===== src/rtl/sps_pkg.sv =====
package sps_pkg;
  typedef enum logic [1:0] {
    XF_IDLE  = 2'd0,
    XF_READ  = 2'd1,
    XF_WRITE = 2'd2
  } xfer_e;

  // control register field positions
  localparam int unsigned CTRL_LONG_BIT = 0;
  localparam int unsigned CTRL_CAL_BIT  = 1;
  localparam int unsigned CTRL_BANK_LSB = 2;
endpackage


===== src/rtl/sps_clkgen.sv =====
module sps_clkgen #(
  parameter int unsigned DIV = 8
) (
  input  logic clk,
  input  logic rst_n,
  input  logic run,
  output logic rise,
  output logic fall,
  output logic sclk
);
  localparam int unsigned HALF = DIV / 2;
  localparam int unsigned CW   = $clog2(DIV);

  logic [CW-1:0] cnt_q, cnt_d;
  logic          sclk_q, sclk_d;

  always_comb begin
    rise   = run && (cnt_q == CW'(HALF - 1));
    fall   = run && (cnt_q == CW'(DIV - 1));
    cnt_d  = '0;
    sclk_d = 1'b0;
    if (run) begin
      cnt_d = fall ? '0 : cnt_q + 1'b1;
      if (rise)      sclk_d = 1'b1;
      else if (fall) sclk_d = 1'b0;
      else           sclk_d = sclk_q;
    end
  end

  always_ff @(posedge clk or negedge rst_n) begin
    if (!rst_n) begin
      cnt_q  <= '0;
      sclk_q <= 1'b0;
    end else begin
      cnt_q  <= cnt_d;
      sclk_q <= sclk_d;
    end
  end

  assign sclk = sclk_q;
endmodule


===== src/rtl/sps_engine.sv =====
module sps_engine
  import sps_pkg::*;
#(
  parameter int unsigned DATA_W = 24,
  parameter int unsigned BCW    = $clog2(DATA_W + 1)
) (
  input  logic              clk,
  input  logic              rst_n,
  input  logic              rd_start,
  input  logic              wr_start,
  input  logic [DATA_W-1:0] load_word,
  input  logic [BCW-1:0]    load_len,
  input  logic              sdi,
  input  logic              rise,
  input  logic              fall,
  output logic              busy,
  output logic              reading,
  output logic              sdo_raw,
  output logic              rd_end,
  output logic              wr_end,
  output logic [DATA_W-1:0] wr_word
);
  xfer_e             state_q, state_d;
  logic [DATA_W-1:0] shreg_q, shreg_d;
  logic [BCW-1:0]    idx_q, idx_d;
  logic [BCW-1:0]    last_q, last_d;

  always_comb begin
    state_d = state_q;
    shreg_d = shreg_q;
    idx_d   = idx_q;
    last_d  = last_q;
    rd_end  = 1'b0;
    wr_end  = 1'b0;
    unique case (state_q)
      XF_IDLE: begin
        if (rd_start) begin
          state_d = XF_READ;
          shreg_d = load_word;
          idx_d   = '0;
          last_d  = load_len - 1'b1;
        end else if (wr_start) begin
          state_d = XF_WRITE;
          shreg_d = '0;
          idx_d   = '0;
          last_d  = BCW'(DATA_W - 1);
        end
      end
      XF_READ: begin
        if (fall) begin
          if (idx_q == last_q) begin
            rd_end  = 1'b1;
            state_d = XF_IDLE;
          end else begin
            shreg_d = {shreg_q[DATA_W-2:0], 1'b0};
            idx_d   = idx_q + 1'b1;
          end
        end
      end
      XF_WRITE: begin
        if (rise) shreg_d = {shreg_q[DATA_W-2:0], sdi};
        if (fall) begin
          if (idx_q == last_q) begin
            wr_end  = 1'b1;
            state_d = XF_IDLE;
          end else begin
            idx_d = idx_q + 1'b1;
          end
        end
      end
      default: state_d = XF_IDLE;
    endcase
  end

  always_ff @(posedge clk or negedge rst_n) begin
    if (!rst_n) begin
      state_q <= XF_IDLE;
      shreg_q <= '0;
      idx_q   <= '0;
      last_q  <= '0;
    end else begin
      state_q <= state_d;
      shreg_q <= shreg_d;
      idx_q   <= idx_d;
      last_q  <= last_d;
    end
  end

  assign busy    = (state_q != XF_IDLE);
  assign reading = (state_q == XF_READ);
  assign sdo_raw = shreg_q[DATA_W-1];
  assign wr_word = shreg_q;
endmodule


===== src/rtl/sps_regfile.sv =====
module sps_regfile #(
  parameter int unsigned DATA_W = 24,
  parameter int unsigned NCAL   = 2,
  parameter int unsigned BKW    = (NCAL > 1) ? $clog2(NCAL) : 1
) (
  input  logic                        clk,
  input  logic                        rst_n,
  input  logic                        word_valid,
  input  logic [DATA_W-1:0]           word_in,
  input  logic                        out_busy,
  input  logic                        out_done,
  input  logic                        wr_end,
  input  logic                        wr_to_ctrl,
  input  logic [BKW-1:0]              wr_bank,
  input  logic [DATA_W-1:0]           wr_word,
  output logic [DATA_W-1:0]           ctrl_q,
  output logic [DATA_W-1:0]           out_q,
  output logic [NCAL-1:0][DATA_W-1:0] cal_q,
  output logic                        ready_n
);
  logic [DATA_W-1:0] ctrl_d, out_d;
  logic              rdy_q, rdy_d;

  always_comb begin
    out_d  = out_q;
    rdy_d  = rdy_q;
    ctrl_d = ctrl_q;
    if (word_valid && !out_busy) begin
      out_d = word_in;
      rdy_d = 1'b0;
    end
    if (out_done) rdy_d = 1'b1;
    if (wr_end && wr_to_ctrl) ctrl_d = wr_word;
  end

  always_ff @(posedge clk or negedge rst_n) begin
    if (!rst_n) begin
      ctrl_q <= '0;
      out_q  <= '0;
      rdy_q  <= 1'b1;
    end else begin
      ctrl_q <= ctrl_d;
      out_q  <= out_d;
      rdy_q  <= rdy_d;
    end
  end

  for (genvar b = 0; b < NCAL; b++) begin : g_cal
    logic [DATA_W-1:0] bank_q, bank_d;
    logic              hit;
    always_comb begin
      hit    = wr_end && !wr_to_ctrl && (wr_bank == BKW'(b));
      bank_d = hit ? wr_word : bank_q;
    end
    always_ff @(posedge clk or negedge rst_n) begin
      if (!rst_n) bank_q <= '0;
      else        bank_q <= bank_d;
    end
    assign cal_q[b] = bank_q;
  end

  assign ready_n = rdy_q;
endmodule


===== src/rtl/selfclk_serial_port.sv =====
module selfclk_serial_port
  import sps_pkg::*;
#(
  parameter int unsigned DATA_W  = 24,
  parameter int unsigned SHORT_W = 16,
  parameter int unsigned DIV     = 8,
  parameter int unsigned NCAL    = 2
) (
  input  logic              clk,
  input  logic              rst_n,
  input  logic              word_valid,
  input  logic [DATA_W-1:0] word_in,
  input  logic              rd_frame_n,
  input  logic              wr_frame_n,
  input  logic              addr_sel,
  input  logic              sdi,
  output logic              sclk_out,
  output logic              sdo,
  output logic              sdo_en,
  output logic              ready_n
);
  localparam int unsigned BCW = $clog2(DATA_W + 1);
  localparam int unsigned BKW = (NCAL > 1) ? $clog2(NCAL) : 1;

  // reset: asserted asynchronously, released on the clock
  logic rst_meta, rst_sn;
  always_ff @(posedge clk or negedge rst_n) begin
    if (!rst_n) begin
      rst_meta <= 1'b0;
      rst_sn   <= 1'b0;
    end else begin
      rst_meta <= 1'b1;
      rst_sn   <= rst_meta;
    end
  end

  logic                        busy, reading, sdo_raw, rd_end, wr_end;
  logic                        tick_rise, tick_fall;
  logic [DATA_W-1:0]           wr_word, ctrl_q, out_q;
  logic [NCAL-1:0][DATA_W-1:0] cal_q;

  // frame edge detection and transfer target latches
  logic           rfs_q, tfs_q, out_rd_q, wr_ctrl_q;
  logic           out_rd_d, wr_ctrl_d;
  logic [BKW-1:0] wr_bank_q, wr_bank_d;

  logic              long_word, cal_sel, src_out, rd_req, wr_req;
  logic              rd_start, wr_start;
  logic [BKW-1:0]    bank;
  logic [DATA_W-1:0] cal_rd, load_word;
  logic [BCW-1:0]    load_len;

  always_comb begin
    long_word = ctrl_q[CTRL_LONG_BIT];
    cal_sel   = ctrl_q[CTRL_CAL_BIT];
    bank      = ctrl_q[CTRL_BANK_LSB +: BKW];
    src_out   = addr_sel && !cal_sel;
    rd_req    = rfs_q && !rd_frame_n;
    wr_req    = tfs_q && !wr_frame_n;
    rd_start  = !busy && rd_req && (!src_out || !ready_n);
    wr_start  = !busy && !rd_req && wr_req;

    cal_rd = '0;
    for (int b = 0; b < NCAL; b++) begin
      if (bank == BKW'(b)) cal_rd = cal_q[b];
    end
    if (!addr_sel)    load_word = ctrl_q;
    else if (cal_sel) load_word = cal_rd;
    else              load_word = out_q;
    load_len = (src_out && !long_word) ? BCW'(SHORT_W) : BCW'(DATA_W);

    out_rd_d  = rd_start ? src_out   : out_rd_q;
    wr_ctrl_d = wr_start ? !addr_sel : wr_ctrl_q;
    wr_bank_d = wr_start ? bank      : wr_bank_q;
  end

  always_ff @(posedge clk or negedge rst_sn) begin
    if (!rst_sn) begin
      rfs_q     <= 1'b1;
      tfs_q     <= 1'b1;
      out_rd_q  <= 1'b0;
      wr_ctrl_q <= 1'b0;
      wr_bank_q <= '0;
    end else begin
      rfs_q     <= rd_frame_n;
      tfs_q     <= wr_frame_n;
      out_rd_q  <= out_rd_d;
      wr_ctrl_q <= wr_ctrl_d;
      wr_bank_q <= wr_bank_d;
    end
  end

  sps_clkgen #(.DIV(DIV)) u_clkgen (
    .clk   (clk),
    .rst_n (rst_sn),
    .run   (busy),
    .rise  (tick_rise),
    .fall  (tick_fall),
    .sclk  (sclk_out)
  );

  sps_engine #(.DATA_W(DATA_W), .BCW(BCW)) u_engine (
    .clk       (clk),
    .rst_n     (rst_sn),
    .rd_start  (rd_start),
    .wr_start  (wr_start),
    .load_word (load_word),
    .load_len  (load_len),
    .sdi       (sdi),
    .rise      (tick_rise),
    .fall      (tick_fall),
    .busy      (busy),
    .reading   (reading),
    .sdo_raw   (sdo_raw),
    .rd_end    (rd_end),
    .wr_end    (wr_end),
    .wr_word   (wr_word)
  );

  sps_regfile #(.DATA_W(DATA_W), .NCAL(NCAL), .BKW(BKW)) u_regs (
    .clk        (clk),
    .rst_n      (rst_sn),
    .word_valid (word_valid),
    .word_in    (word_in),
    .out_busy   (reading && out_rd_q),
    .out_done   (rd_end && out_rd_q),
    .wr_end     (wr_end),
    .wr_to_ctrl (wr_ctrl_q),
    .wr_bank    (wr_bank_q),
    .wr_word    (wr_word),
    .ctrl_q     (ctrl_q),
    .out_q      (out_q),
    .cal_q      (cal_q),
    .ready_n    (ready_n)
  );

  assign sdo_en = reading;
  assign sdo    = reading ? sdo_raw : 1'b0;
endmodule


===== config.mk =====
export PLATFORM = sky130hd
export DESIGN_NAME = selfclk_serial_port
export DESIGN_NICKNAME = d
export VERILOG_FILES = /design/src/rtl/sps_pkg.sv /design/src/rtl/sps_clkgen.sv /design/src/rtl/sps_engine.sv /design/src/rtl/sps_regfile.sv /design/src/rtl/selfclk_serial_port.sv
export SDC_FILE = /design/constraint.sdc
export NUM_CORES = 1
export LEC_CHECK = 0
export ABC_AREA = 1
export BUFFER_PORTS_ARGS = -buffer_cell sky130_fd_sc_hd__buf_2
export CORE_UTILIZATION = 40
export DETAILED_ROUTE_END_ITERATION = 12
export HOLD_SLACK_MARGIN = 0.15
export REMOVE_ABC_BUFFERS = 1
export SETUP_SLACK_MARGIN = 0.02
export SLEW_MARGIN = 20
export SYNTH_ARGS = -nofsm -noshare
export SYNTH_HDL_FRONTEND = slang
export SYNTH_HIERARCHICAL = 1
export SYNTH_SLANG_ARGS = --single-unit
export TNS_END_PERCENT = 20

===== constraint.sdc =====
create_clock -name clk -period 8.8 [get_ports clk]
set_input_delay 1.76 -clock clk [delete_from_list [all_inputs] [get_ports clk]]
set_output_delay 1.76 -clock clk [all_outputs]
set_load 0.03 [all_outputs]

==> out/metrics.csv, run 1 <==
stage,metric,value,unit
min_path,worst hold-check path type,flop to flop,
timing,Final setup viols,0,
final_layout,antenna cell count,0,
synthesis,area share of the largest cell type after synthesis,48.0,%
die,number of I/O pins,35,
synthesis,"EDFF count, synth",0,
pwr,switching portion of total power,34.1,%
synthesis,post-synthesis sequential area ratio,49.0,%
setup_path,RR Startpoint,u_engine/state_q[0],
synthesis,most frequent cell after synthesis,nand2_1,
final_layout,Finished Layout Cells,1222,
synthesis,Main synth FF type,dfrtp_1,
timing,worst slew pin tran,0.973,ns
synthesis,share of flip-flops with an asynchronous set or reset,100,%
final_layout,Final #Nets,1020,
pwr,P_sw,0.737,mW
status,status,finished clean,
synthesis,"area leader, netlist",dfrtp_1,
final_layout,layout cells sized above 1,11.8,%
clock_network,hold buffers post-CTS,0,
timing,Tmin final,3.76,ns
min_path,Hold Crit Start,rst_meta,
die,DIE AREA,18900,um2
setup_path,max incr delay on CP,0.70,ns
timing,setup tns final,0,ns
timing,fmax,266,MHz
detailed_routing,DR pass1 iterations,5,
die,Placeable Area,18000,um2
detailed_routing,# DRC,0,
clock_network,worst skew pair latency,0.43,ns
clock_network,Worst-path clk slew,0.06,ns
synthesis,synth warn,6,
grt,gr usage total,21.5,%
clock_network,Sink Count,144,
detailed_routing,Iteration-0 DRC Markers,515,
setup_path,crit-path most repeated cell,nand2_1,
timing,worst clock skew,0.00924,ns
setup_path,critical path required time,9.12,ns
detailed_routing,Routed Antenna Nets,0,
grt,initial antenna violation count,0,
pwr,Power Density,260,nW/um2
placed_design,Placer Congestion,0.796,
detailed_routing,number of vias per cell,5.03,
clock_network,# resized after CTS,0,
synthesis,Post-synth top cells,"nand2_1, dfrtp_1, nand3_1",
pwr,Int Pwr,1.42,mW
pwr,Clk network pwr share,39.9,%
final_layout,fill count,1836,
setup_path,Worst EP arrival,4.08,ns
setup_path,CP startpoint kind,primary input,
clock_network,CTS Buf Count,17,
placed_design,# port buffers,34,
detailed_routing,DR WL/cell,15.1,um
detailed_routing,via count,6147,
grt,number of global-route vias before repair,6033,
final_layout,synth-to-layout area growth,12.8,%
grt,grt total ovfl,0,
job,MaxCap Viol Count,0,
die,num rows,49,
timing,RSZ-0062 raised after global routing,false,
final_layout,Reg area,3610,um2
final_layout,area of the multi-input gates,3140,um2
timing,Tcrit/Tclk final,42.7,%
synthesis,Mean Syn Cell Area,7.60,um2
clock_network,CTS tree,done,
die,die height,138,um
setup_path,slowest CP cell,inv_1,
pwr,Max rail drop VDD,0.193,mV
timing,Final Max Slew Viols,0,
synthesis,post-synthesis register bit count,144,
clock_network,setup repair bufs after CTS,0,
die,Initial Util,40.8,%
grt,largest net degree at the start of global routing,76,
pwr,Logic pwr share,22.9,%
setup_path,crit path cell chain,buf_2 > inv_1 > nand2_1 > nor2_1 > nand2_1 > inv_1 > or2_4 > nor2_1 > nor3_4 > buf_4 > nand2_4 > nand2_1 > nand2_1,
clock_network,maximum root-to-sink buffer count,2,
timing,worst hold slack,0.356,ns
grt,first-pass GRT wire length,31100,um
pwr,Power Total,2.16,mW
detailed_routing,Post-Route WL,18500,um
setup_path,Setup CP Type,primary input to flop,
pwr,leakage,4.39,nW
clock_network,H-Tree Depth,4,
setup_path,Worst setup EP type,flop,
synthesis,Syn Inst Count,968,
synthesis,count of cell types in the netlist,32,
setup_path,CP Launch Point,rd_frame_n,
die,Die W,138,um
placed_design,HPWL Detailed,10500,um
clock_network,clock root buffer,clkbuf_16,
setup_path,CP Max Fanout,27,
placed_design,Cell Count Post-Placement,1190,
synthesis,Synth area leaders,"dfrtp_1, nand2_1, nand3_1",
timing,"Hold Vio Cnt, Final",0,
timing,Rel. slew slack,35.2,%
synthesis,post-synthesis cell area,7360,um2
pwr,Flop pwr share,37.3,%
==> logic make-up after synthesis <==
kind of cell | count (synthesis) | synth area share [%]
AO/OA/AOI/OAI | 38 | 2.70
XOR/XNOR | 4 | 0.476
adder cells (fa/ha/maj) | 9 | 1.53
buffers and inverters | 144 | 8.69
flip-flops | 144 | 49.0
other | 2 | 0.102
AND/OR/NAND/NOR | 627 | 37.5
==> state kept, by name, summed over array words and instances (netlist names), 2 cells and up <==
name	flops
u_engine/state_q	2
u_regs/g_cal.bank_q	48
u_engine/wr_word	24
u_engine/last_q	5
u_engine/idx_q	5
u_regs/out_q	24
u_clkgen/cnt_q	3
u_regs/ctrl_q	24
==> cell type report <==
| cell class | instances | area share [%] |
|---|---|---|
| flip-flops and latches | 144 | 43.5 |
| clock buffers | 18 | 5.29 |
| multi-input cells | 687 | 37.9 |
| clock inverters | 14 | 3.13 |
| well taps | 229 | 3.45 |
| repair buffers | 42 | 2.77 |
| inverters | 88 | 3.98 |
==> through the flow <==
stage | setup WS [ns] | util (%) | instance area, um2
final | 5.04 | 46.1 | 8300
after global routing | 4.81 | 46.1 | 8300
after CTS | 5.09 | 46.1 | 8300
after detailed placement | 4.64 | 42.2 | 7600
after global placement | 4.65 | 42.2 | 7600
after floorplan | 4.08 | - | 7070
==> power by group through the flow <==
stage                     sequential [mW]  combinational (mW)  clock [mW]
after floorplan                     0.808               0.316           0
after global placement              0.814               0.485           0
after detailed placement            0.816               0.490           0
after CTS                           0.805               0.494       0.872
after global routing                0.815               0.555       0.901
final                               0.805               0.494       0.861
==> final timing paths <==
kind / depth (start not counted) / endpoint / slack, ns
setup / recovery: 13 / u_engine/wr_word[7] / 5.04
hold / removal: 0 / rst_sn / 0.36
setup reg to reg: 11 / u_regs/g_cal[1].bank_q[11] / 5.38
hold reg to reg: 0 / rst_sn / 0.36
max in group asynchronous: 1 / u_regs/out_q[21] / 6.83
min in group asynchronous: 0 / u_regs/out_q[9] / 0.46
==> per-layer routing <==
metal / share of wire [%] / vias up / GRT usage, %
met5: 0 / - / 0
met4: 1.1 / 0 / 6.53
met3: 3.6 / 21 / 4.34
met2: 47 / 118 / 35.2
met1: 48 / 2926 / 28.4
li1: - / 3082 / -
==> placed cells by master, fill, tap and decap left out, drive strengths merged, types with 9 or more instances in the layout <==
cell type  instances
buf               42
clkbuf            18
conb               9
dfrtp            141
ha                 9
inv               89
nand2            402
nand3            129
nand4             49
nor2              22
o21ai             30
or2               23
==> worst max-delay path, delay by kind of cell <==
kind | cells | cell delay, ns
buffers and inverters | 4 | 1.17
AND/OR/NAND/NOR | 9 | 1.14
No activity file was read; power rests on OpenSTA's default activity.
==> inputs of run 2 (changes only) <==
==> constraint.sdc (replaced) <==
create_clock -name clk -period 3.5 [get_ports clk]
set_input_delay 0.7 -clock clk [delete_from_list [all_inputs] [get_ports clk]]
set_output_delay 0.7 -clock clk [all_outputs]
set_load 0.03 [all_outputs]
==> run 2 against run 1 <==
  * Die area stayed put
  * Sequential cell count stayed put
  * Sequential power grew to 2.5 times the previous value
  * Hold slack worse by 0.0073 ns
  * Global-route usage is 0.51 points higher
  * Final area is 0.20% lower
  * Routed wire length is 0.95% higher
  * Clock power is 120% higher
  * Combinational power grew to 2.6 times the previous value
  * Count of clock-buffer cells in the layout is 3 higher
  * Via count is 0.28% higher
  * Critical path type is now flop to flop
  * Largest cell class unchanged
  * Largest power group is now registers
==> out/metrics.csv, run 2 (same netlist as run 1, synthesis figures left out) <==
stage,metric,value,unit
status,status,finished clean,
final_layout,post-route cell area,8290,um2
setup_path,end of the critical path,u_regs/g_cal[0].bank_q[4],
final_layout,layout cells sized above 1,12.3,%
die,Die W,138,um
detailed_routing,Routed Antenna Nets,0,
final_layout,"most common cell after layout, fill and taps aside",nand2_1,
placed_design,Cell Count Post-Placement,1197,
setup_path,critical path required time,3.81,ns
detailed_routing,Post-Route WL,18700,um
timing,fmax,374,MHz
job,MaxCap Viol Count,0,
detailed_routing,# DRC,0,
clock_network,H-Tree Depth,4,
placed_design,Placement Setup Slack,0.878,ns
final_layout,Finished Layout Cells,1230,
clock_network,setup repair bufs after CTS,0,
grt,busiest grt layer,met2,
setup_path,slowest CP cell,nand3_2,
detailed_routing,DR WL/cell,15.2,um
timing,Rel. slew slack,37.8,%
timing,"Hold Vio Cnt, Final",0,
timing,worst setup margin,0.828,ns
final_layout,number of flip-flops in the largest register,48,
timing,worst slew pin tran,0.933,ns
pwr,leakage,4.40,nW
setup_path,worst reg2reg path depth,10,
die,num rows,49,
setup_path,CP startpoint kind,flop,
grt,largest net degree at the start of global routing,143,
setup_path,CP Launch Point,u_engine/state_q[0],
placed_design,# port buffers,34,
placed_design,placed cell area,7670,um2
detailed_routing,number of vias per cell,5.01,
timing,Final Max Slew Viols,0,
grt,number of global-route vias before repair,5940,
grt,first-pass GRT wire length,31300,um
clock_network,worst skew pair latency,0.43,ns
setup_path,CP Max Fanout,24,
die,Initial Util,40.8,%
grt,M3 GR Usage,4.01,%
die,die height,138,um
pwr,Max rail drop VDD,0.446,mV
pwr,Logic pwr share,24.3,%
die,DIE AREA,18900,um2
setup_path,max incr delay on CP,0.60,ns
final_layout,fill count,1865,
clock_network,CTS Buf Count,17,
detailed_routing,via count,6164,
setup_path,"setup slack, reg-to-reg",0.83,ns
die,number of I/O pins,35,
clock_network,maximum root-to-sink buffer count,2,
timing,Tcrit/Tclk final,76.3,%
setup_path,Worst setup EP type,flop,
min_path,worst hold-check path type,flop to flop,
final_layout,antenna cell count,0,
final_layout,synth-to-layout area growth,12.6,%
clock_network,Sink Count,144,
grt,M1 GR Usage,29.9,%
setup_path,Worst EP arrival,2.98,ns
final_layout,most frequent cells in the layout,"nand2_1, dfrtp_1, nand3_1",
grt,gr usage total,22.0,%
grt,initial antenna violation count,0,
timing,RSZ-0062 raised after global routing,false,
pwr,P_sw,1.85,mW
detailed_routing,Iteration-0 DRC Markers,356,
setup_path,crit path cell chain,inv_1 > ha_1 > inv_1 > nand2_1 > inv_1 > nand4_1 > nor2_4 > nand3_2 > nand2_1 > nand2_1,
setup_path,Setup CP Type,flop to flop,
grt,grt total ovfl,0,
clock_network,clock root buffer,clkbuf_16,
clock_network,Worst-path clk slew,0.06,ns
timing,Final setup viols,0,
pwr,Int Pwr,3.33,mW
final_layout,Reg with most FFs,u_regs/g_cal.bank_q,
placed_design,HPWL Detailed,11000,um
placed_design,Placer Congestion,0.778,
pwr,Flop pwr share,39.4,%
grt,grt met2 use,35.9,%
clock_network,# resized after CTS,0,
detailed_routing,DR pass1 iterations,5,
timing,worst clock skew,0.00676,ns
pwr,Clk network pwr share,36.3,%
final_layout,Final #Nets,1028,
clock_network,CTS tree,done,
pwr,Power Density,625,nW/um2
pwr,switching portion of total power,35.7,%
die,Placeable Area,18000,um2
timing,Tmin final,2.67,ns
final_layout,Final Util,46.0,%
setup_path,RR Startpoint,u_engine/state_q[0],
setup_path,RR Endpoint,u_regs/g_cal[0].bank_q[4],
-- run 2: cell types whose count changed in the layout (fill, tap and decap cells not counted), sizes merged --
| cell | delta |
|---|---|
| buf | +7 |
| bufinv | -4 |
| clkbuf | +3 |
| clkinv | +2 |
| dlygate4sd3 | +1 |
| inv | -1 |
-- run 2: timing repair --
action | CTS | global route
hold buffers | 1 | 0
setup endpoints to repair | 0 | 0
hold endpoints to repair | 2 | 0
-- run 2: worst min-delay path by stage --
stage                        end  slack, ns  startpoint  depth (start not counted)
after global routing      rst_sn       0.36    rst_meta                          0
final                     rst_sn       0.35    rst_meta                          0
after detailed placement  rst_sn       0.34    rst_meta                          0
after global placement    rst_sn       0.34    rst_meta                          0
after floorplan           rst_sn       0.33    rst_meta                          0
after CTS                 rst_sn       0.35    rst_meta                          0
-- run 2: layout make-up --
cell class,instances,area [um2],area share [%]
Clock inverter,11,138,1.66
Timing Repair Buffer,50,305,3.68
Tap cell,229,287,3.46
Inverter,88,330,3.99
Sequential cell,144,3610,43.6
Multi-Input combinational cell,687,3140,37.9
Clock buffer,21,470,5.68
-- run 2: critical path, delay by kind of cell (launching register included) --
kind                     cells  cell delay [ns]
AND/OR/NAND/NOR              6             1.51
flip-flops                   1             0.40
buffers and inverters        3             0.40
adder cells (fa/ha/maj)      1             0.24
-- run 2: power by group through the flow --
stage	Clock, mW	Sequential (mW)	Combinational (mW)
6_report	1.88	2.04	1.26
5_1_grt	1.98	2.07	1.42
4_1_cts	1.91	2.04	1.26
3_5_place_dp	0	2.06	1.25
3_3_place_gp	0	2.06	1.25
2_1_floorplan	0	2.03	0.796
-- run 2: routing by layer --
metal  part of all wire (%)  up-vias
met2                     48      105
met1                     48     2945
met5                      0        -
met3                    4.0        9
li1                       -     3105
met4                   0.72        0
-- run 2: metrics by stage --
stage,hold WS [ns],setup TNS [ns],power (mW)
5_1_grt,0.358,0,5.46
4_1_cts,0.349,0,5.21
6_report,0.348,0,5.18
3_5_place_dp,0.336,0,3.32
2_1_floorplan,0.331,-190.51,2.83
3_3_place_gp,0.336,0,3.31
